## config.mk

```make
export PLATFORM = sky130hd
export DESIGN_NAME = clk_src_select
export DESIGN_NICKNAME = d
export VERILOG_FILES = /design/src/rtl/clk_src_pkg.sv /design/src/rtl/code_deglitch.sv /design/src/rtl/src_sel_ctrl.sv /design/src/rtl/src_sel_dp.sv /design/src/rtl/clk_src_select.sv
export SDC_FILE = /design/constraint.sdc
export NUM_CORES = 1
export LEC_CHECK = 0
export ABC_AREA = 1
export ABC_CLOCK_PERIOD_IN_PS = 1650
export BUFFER_PORTS_ARGS = -buffer_cell sky130_fd_sc_hd__clkbuf_2
export CAP_MARGIN = 20
export CORE_MARGIN = 2
export CORE_UTILIZATION = 50
export DETAILED_ROUTE_END_ITERATION = 8
export PLACE_DENSITY = 0.86
export REMOVE_ABC_BUFFERS = 1
export SETUP_SLACK_MARGIN = 0.2
export SKIP_LAST_GASP = 1
export SLEW_MARGIN = 25
export SYNTH_ARGS = -nofsm -noshare
export SYNTH_HDL_FRONTEND = slang
export SYNTH_SLANG_ARGS = --single-unit
```

## constraint.sdc

```tcl
create_clock -name clk -period 1.65 [get_ports clk]
set_input_delay 0.165 -clock clk [delete_from_list [all_inputs] [get_ports clk]]
set_output_delay 0.165 -clock clk [all_outputs]
set_load 0.05 [all_outputs]
```

## src/rtl/clk_src_pkg.sv

```systemverilog
package clk_src_pkg;

  localparam int CODE_W = 2;
  localparam int NUM_SRC = 3;

  typedef enum logic [CODE_W-1:0] {
    SRC_F    = 2'b00,
    SRC_B    = 2'b01,
    SRC_A    = 2'b10,
    SRC_HOLD = 2'b11
  } srcSel_e;

  // Strobes from control to datapath; at most one set per cycle.
  typedef struct packed {
    logic loadA;
    logic loadB;
    logic loadF;
    logic loadHold;
  } selStrobe_t;

endpackage

```

## src/rtl/code_deglitch.sv

```systemverilog
module code_deglitch #(
  parameter int WIDTH = 2,
  parameter int STABLE_CYCLES = 16,
  parameter logic [WIDTH-1:0] RESET_CODE = '1
) (
  input  logic             clk,
  input  logic             rstN,
  input  logic [WIDTH-1:0] rawCode,
  output logic [WIDTH-1:0] cleanCode
);

  localparam int CNT_W = $clog2(STABLE_CYCLES + 1);
  localparam logic [CNT_W-1:0] CNT_DONE = CNT_W'(STABLE_CYCLES - 1);

  logic [WIDTH-1:0] candCode;
  logic [CNT_W-1:0] matchCnt;

  // matchCnt counts edges on which rawCode equalled candCode, including
  // the edge that loaded it; the edge that finds it saturated accepts.
  always_ff @(posedge clk or negedge rstN) begin
    if (!rstN) begin
      candCode  <= RESET_CODE;
      matchCnt  <= CNT_DONE;
      cleanCode <= RESET_CODE;
    end else if (rawCode != candCode) begin
      candCode <= rawCode;
      matchCnt <= CNT_W'(1);
    end else if (matchCnt == CNT_DONE) begin
      cleanCode <= candCode;
    end else begin
      matchCnt <= matchCnt + CNT_W'(1);
    end
  end

endmodule

```

## src/rtl/src_sel_ctrl.sv

```systemverilog
module src_sel_ctrl
  import clk_src_pkg::*;
(
  input  logic              autoMode,
  input  logic [CODE_W-1:0] manCodeClean,
  input  logic              lossA,
  input  logic              lossB,
  input  logic              lossF,
  input  logic              offA,
  input  logic              offB,
  input  logic              offDisable,
  input  srcSel_e           curSel,
  output selStrobe_t        strobe
);

  logic validA, validB, validF;
  srcSel_e autoTarget, target;

  always_comb begin
    validA = !lossA && (offDisable || !offA);
    validB = !lossB && (offDisable || !offB);
    validF = !lossF;

    if (validA)      autoTarget = SRC_A;
    else if (validB) autoTarget = SRC_B;
    else if (validF) autoTarget = SRC_F;
    else             autoTarget = SRC_HOLD;

    target = autoMode ? autoTarget : srcSel_e'(manCodeClean);

    strobe = '0;
    if (target != curSel) begin
      case (target)
        SRC_A:   strobe.loadA    = 1'b1;
        SRC_B:   strobe.loadB    = 1'b1;
        SRC_F:   strobe.loadF    = 1'b1;
        default: strobe.loadHold = 1'b1;
      endcase
    end
  end

endmodule

```

## src/rtl/src_sel_dp.sv

```systemverilog
module src_sel_dp
  import clk_src_pkg::*;
(
  input  logic               clk,
  input  logic               rstN,
  input  selStrobe_t         strobe,
  output srcSel_e            selCode,
  output logic [NUM_SRC-1:0] selOneHot,
  output logic               holdActive
);

  always_ff @(posedge clk or negedge rstN) begin
    if (!rstN) begin
      selCode    <= SRC_HOLD;
      selOneHot  <= '0;
      holdActive <= 1'b1;
    end else if (strobe.loadA) begin
      selCode    <= SRC_A;
      selOneHot  <= 3'b100;
      holdActive <= 1'b0;
    end else if (strobe.loadB) begin
      selCode    <= SRC_B;
      selOneHot  <= 3'b010;
      holdActive <= 1'b0;
    end else if (strobe.loadF) begin
      selCode    <= SRC_F;
      selOneHot  <= 3'b001;
      holdActive <= 1'b0;
    end else if (strobe.loadHold) begin
      selCode    <= SRC_HOLD;
      selOneHot  <= '0;
      holdActive <= 1'b1;
    end
  end

endmodule

```

## src/rtl/clk_src_select.sv

```systemverilog
module clk_src_select
  import clk_src_pkg::*;
#(
  parameter int STABLE_CYCLES = 16
) (
  input  logic        clk,
  input  logic        rstN,
  input  logic        autoMode,
  input  logic [1:0]  manCode,
  input  logic        lossA,
  input  logic        lossB,
  input  logic        lossF,
  input  logic        offA,
  input  logic        offB,
  input  logic        offDisable,
  output logic [1:0]  selCode,
  output logic [2:0]  selOneHot,
  output logic        holdActive
);

  logic [CODE_W-1:0] manCodeClean;
  selStrobe_t selStrobe;
  srcSel_e curSel;

  code_deglitch #(
    .WIDTH(CODE_W),
    .STABLE_CYCLES(STABLE_CYCLES),
    .RESET_CODE(SRC_HOLD)
  ) i_deglitch (
    .clk(clk),
    .rstN(rstN),
    .rawCode(manCode),
    .cleanCode(manCodeClean)
  );

  src_sel_ctrl i_ctrl (
    .autoMode(autoMode),
    .manCodeClean(manCodeClean),
    .lossA(lossA),
    .lossB(lossB),
    .lossF(lossF),
    .offA(offA),
    .offB(offB),
    .offDisable(offDisable),
    .curSel(curSel),
    .strobe(selStrobe)
  );

  src_sel_dp i_dp (
    .clk(clk),
    .rstN(rstN),
    .strobe(selStrobe),
    .selCode(curSel),
    .selOneHot(selOneHot),
    .holdActive(holdActive)
  );

  assign selCode = curSel;

endmodule

```

==> results_tabular.tex <==
\begin{tabular}{lr}
\hline
Metric & Value \\
\hline
\multicolumn{2}{l}{\textbf{Timing}} \\
Count of endpoints failing setup in the final report & 0 \\
RSZ-0062 raised after global routing & true \\
Maximum achievable frequency & 681 MHz \\
Final-report max-slew violation count & 0 \\
Maximum clock skew at final layout & 0.482 ps \\
Final setup TNS & 0 ps \\
Clock period minus final worst setup slack & 1470 ps \\
Slew at the pin closest to its max-slew limit & 344 ps \\
Crit share post-route & 89.0\% \\
Final hold violation count & 0 \\
Remaining max-slew budget at the tightest pin & 77.1\% \\
\multicolumn{2}{l}{\textbf{Placed design}} \\
Post-DP HPWL & 1120 µm \\
Global placer's final weighted congestion & 0.769 \\
Buffers on Ports & 16 \\
Post-detailed-placement cell area & 878 µm² \\
\multicolumn{2}{l}{\textbf{Clock network}} \\
CTS tree & built \\
Total number of clock tree sinks & 15 \\
Post-CTS clock slew at the launch and capture registers of the worst setup and hold paths & 90 ps \\
Number of buffers inserted during clock tree synthesis & 3 \\
Root Driver & clkbuf\_4 \\
Longest Clk Path Bufs & 2 \\
Clock H-tree levels & 1 \\
Clock latency on the worst-skew pair & 280 ps \\
\multicolumn{2}{l}{\textbf{Floorplanning}} \\
Chip Width & 43.6 µm \\
Floorplan die area & 1900 µm² \\
Placeable core area & 1490 µm² \\
Standard-cell row count & 14 \\
Height of the chip & 43.6 µm \\
Ports & 17 \\
Starting density of the core & 52.8\% \\
\multicolumn{2}{l}{\textbf{Setup path}} \\
Critical-path cell with the highest stage delay & dfstp\_2 \\
Cell depth of the worst setup path & 8 \\
Critical path buffers and inverters & 1 \\
Largest stage delay on the critical path & 580 ps \\
Endpoint of the lowest-slack register-to-register path & i\_deglitch.matchCnt[4] \\
Number of cells traversed by the worst register-to-register path & 8 \\
Critical path arrival & 1660 ps \\
RR Startpoint & i\_deglitch.matchCnt[1] \\
Worst setup EP type & register \\
Startpoint of the most critical setup path & i\_deglitch.matchCnt[1] \\
Worst path top cell family by delay & flip-flops \\
Crit path cell chain & ha\_4 -> nand2\_4 -> nor2\_4 -> ha\_4 -> inv\_4 -> nor2\_4 -> nand2\_1 -> o31ai\_1 \\
End point of the critical path & i\_deglitch.matchCnt[4] \\
Critical Path RT & 1840 ps \\
R2r setup slk & 180 ps \\
Maximum fanout count along the critical path & 6 \\
Setup crit start kind & register \\
Type of the worst setup path & register to register \\
\multicolumn{2}{l}{\textbf{Synth}} \\
Number of warnings issued by yosys & 0 \\
Number of unique standard cell types used by synthesis & 21 \\
Yosys reg bits & 15 \\
Mean instance size in the synthesized netlist & 8.63 µm² \\
Proportion of synthesized chip area in sequential cells & 49.5\% \\
Post-synthesis cell count & 91 \\
Summed instance area of the synthesized netlist & 786 µm² \\
\multicolumn{2}{l}{\textbf{Final layout}} \\
Finished Cell Area & 1030 µm² \\
Count of filler cells inserted in the layout & 110 \\
Antenna cells & 0 \\
Share of layout cells above drive strength 1 & 46.6\% \\
Final net count & 132 \\
Leading cell types in the layout, fill and taps excluded & nand2\_1, clkbuf\_2, inv\_1, dfstp\_2, nand2\_2 \\
Most common cell after layout, fill and taps aside & nand2\_1 \\
Area Overhead vs Synth & 31.7\% \\
\multicolumn{2}{l}{\textbf{Drt}} \\
First-pass iteration count of the detailed router & 4 \\
Count of vias placed by the detailed router & 684 \\
Final WL & 1690 µm \\
Via count normalized by instance count & 5.10 \\
Final antenna-violating net count & 0 \\
Iteration-0 DRC Markers & 7 \\
Routed wirelength normalized by instance count & 12.6 µm \\
DRC & 0 \\
\multicolumn{2}{l}{\textbf{Power and ir drop}} \\
Worst VDD drop & 636 µV \\
Leakage component of the power & 0.521 nW \\
Cell area power density & 865 nW/µm² \\
\multicolumn{2}{l}{\textbf{Global routing}} \\
GRT Residual Overflow & 0 \\
Wire length of the first global-routing pass & 2830 µm \\
Number of global-route vias before repair & 706 \\
Global router's overall resource usage & 21.2\% \\
Largest net degree at the start of global routing & 16 \\
Antenna violations before repair & 0 \\
\multicolumn{2}{l}{\textbf{Min path}} \\
Worst hold path startpoint & autoMode \\
Min-delay worst type & primary input to register \\
\multicolumn{2}{l}{\textbf{Flow run}} \\
Count of max-cap constraint violations & 0 \\
\multicolumn{2}{l}{\textbf{Status}} \\
Run status & finished clean \\
\hline
\end{tabular}
-- logic make-up after synthesis --
family | synth area share, %
AND/OR/NAND/NOR | 25.3
flip-flops | 49.5
buffers and inverters | 8.60
AO/OA/AOI/OAI | 10.0
adder cells (fa/ha/maj) | 3.18
XOR/XNOR | 3.34
-- per-stage QoR --
step                setup WS, ps  total power, W  hold WS (ps)  util [%]  cells
global placement             127        0.000635          79.0      59.0    121
global route                 105        0.000950           232      69.5    134
finish                       182        0.000895           203      69.5    134
floorplan                    179        0.000587          -131         -     89
CTS                          166        0.000884           194      66.6    132
detailed placement          24.7        0.000647          85.0      59.0    121
-- worst min path at each step --
stage	endpoint	cells past startpoint	slack (ps)
after floorplan	i_deglitch.matchCnt[4]	0	-130
after global placement	i_dp.selOneHot[0]	1	80
after detailed placement	i_deglitch.matchCnt[4]	1	80
after CTS	i_dp.selCode[0]	4	190
after global routing	i_dp.selCode[0]	4	230
final	i_dp.selCode[0]	4	200
-- tightest hold or removal path, delay by kind of cell --
kind,cells,cell delay (ps)
and+or+nand+nor,2,120
buffers and inverters,2,200
-- layout make-up --
cell class,count,area (µm²),area share (%)
sequential,15,389,37.6
multi-input combinational,58,377,36.4
timing repair buffer,25,159,15.4
inverter,16,62.6,6.05
clock buffer,3,22.5,2.18
tap,16,20.0,1.93
clock inverter,1,5.00,0.484
-- Yosys cell counts --
cell | count | share of area, %
dfstp_2 | 11 | 37
nor2_2 | 1 | 0.80
o21ai_0 | 2 | 1.3
nor4_1 | 1 | 0.80
inv_2 | 1 | 0.48
inv_1 | 15 | 7.2
a21oi_1 | 3 | 1.9
a21oi_4 | 1 | 2.1
xor2_1 | 1 | 1.1
clkbuf_1 | 2 | 0.96
nand2_1 | 20 | 9.6
o211ai_1 | 4 | 3.8
nor2_1 | 4 | 1.9
nor3_1 | 1 | 0.64
nand3_1 | 6 | 3.8
xnor2_1 | 2 | 2.2
nand2_2 | 8 | 6.4
ha_1 | 2 | 3.2
dfrtp_1 | 4 | 13
o31ai_1 | 1 | 0.96
nand2_4 | 1 | 1.4
-- power by group --
group	internal, W	switching [W]	total (W)
clock network	0.0000900	0.000115	0.000205
logic	0.0000894	0.000161	0.000251
registers	0.000414	0.0000254	0.000439
total	0.000593	0.000302	0.000895
-- what timing repair did --
| action | in CTS | in global routing |
|---|---|---|
| endpoints found under the setup margin | 6 | 7 |
| hold buffers | 3 | 0 |
| setup buffers | 4 | 2 |
| hold endpoints to repair | 6 | 0 |
| pin swaps | 5 | 7 |
| gates resized for setup | 7 | 7 |
-- metal layers --
metal,global-route usage (%),part of all wire [%],up-vias
met2,36.2,55,19
met3,7.08,4.0,8
li1,-,-,340
met1,22.3,37,317
met5,0,0,-
met4,12.7,4.0,0
-- sequential cells by signal (all words and copies together), names as in the netlist --
name / count
i_dp.holdActive: 1
i_dp.selCode: 2
i_deglitch.matchCnt: 5
i_deglitch.candCode: 2
i_deglitch.cleanCode: 2
i_dp.selOneHot: 3
(Power assumes the default switching activity.)
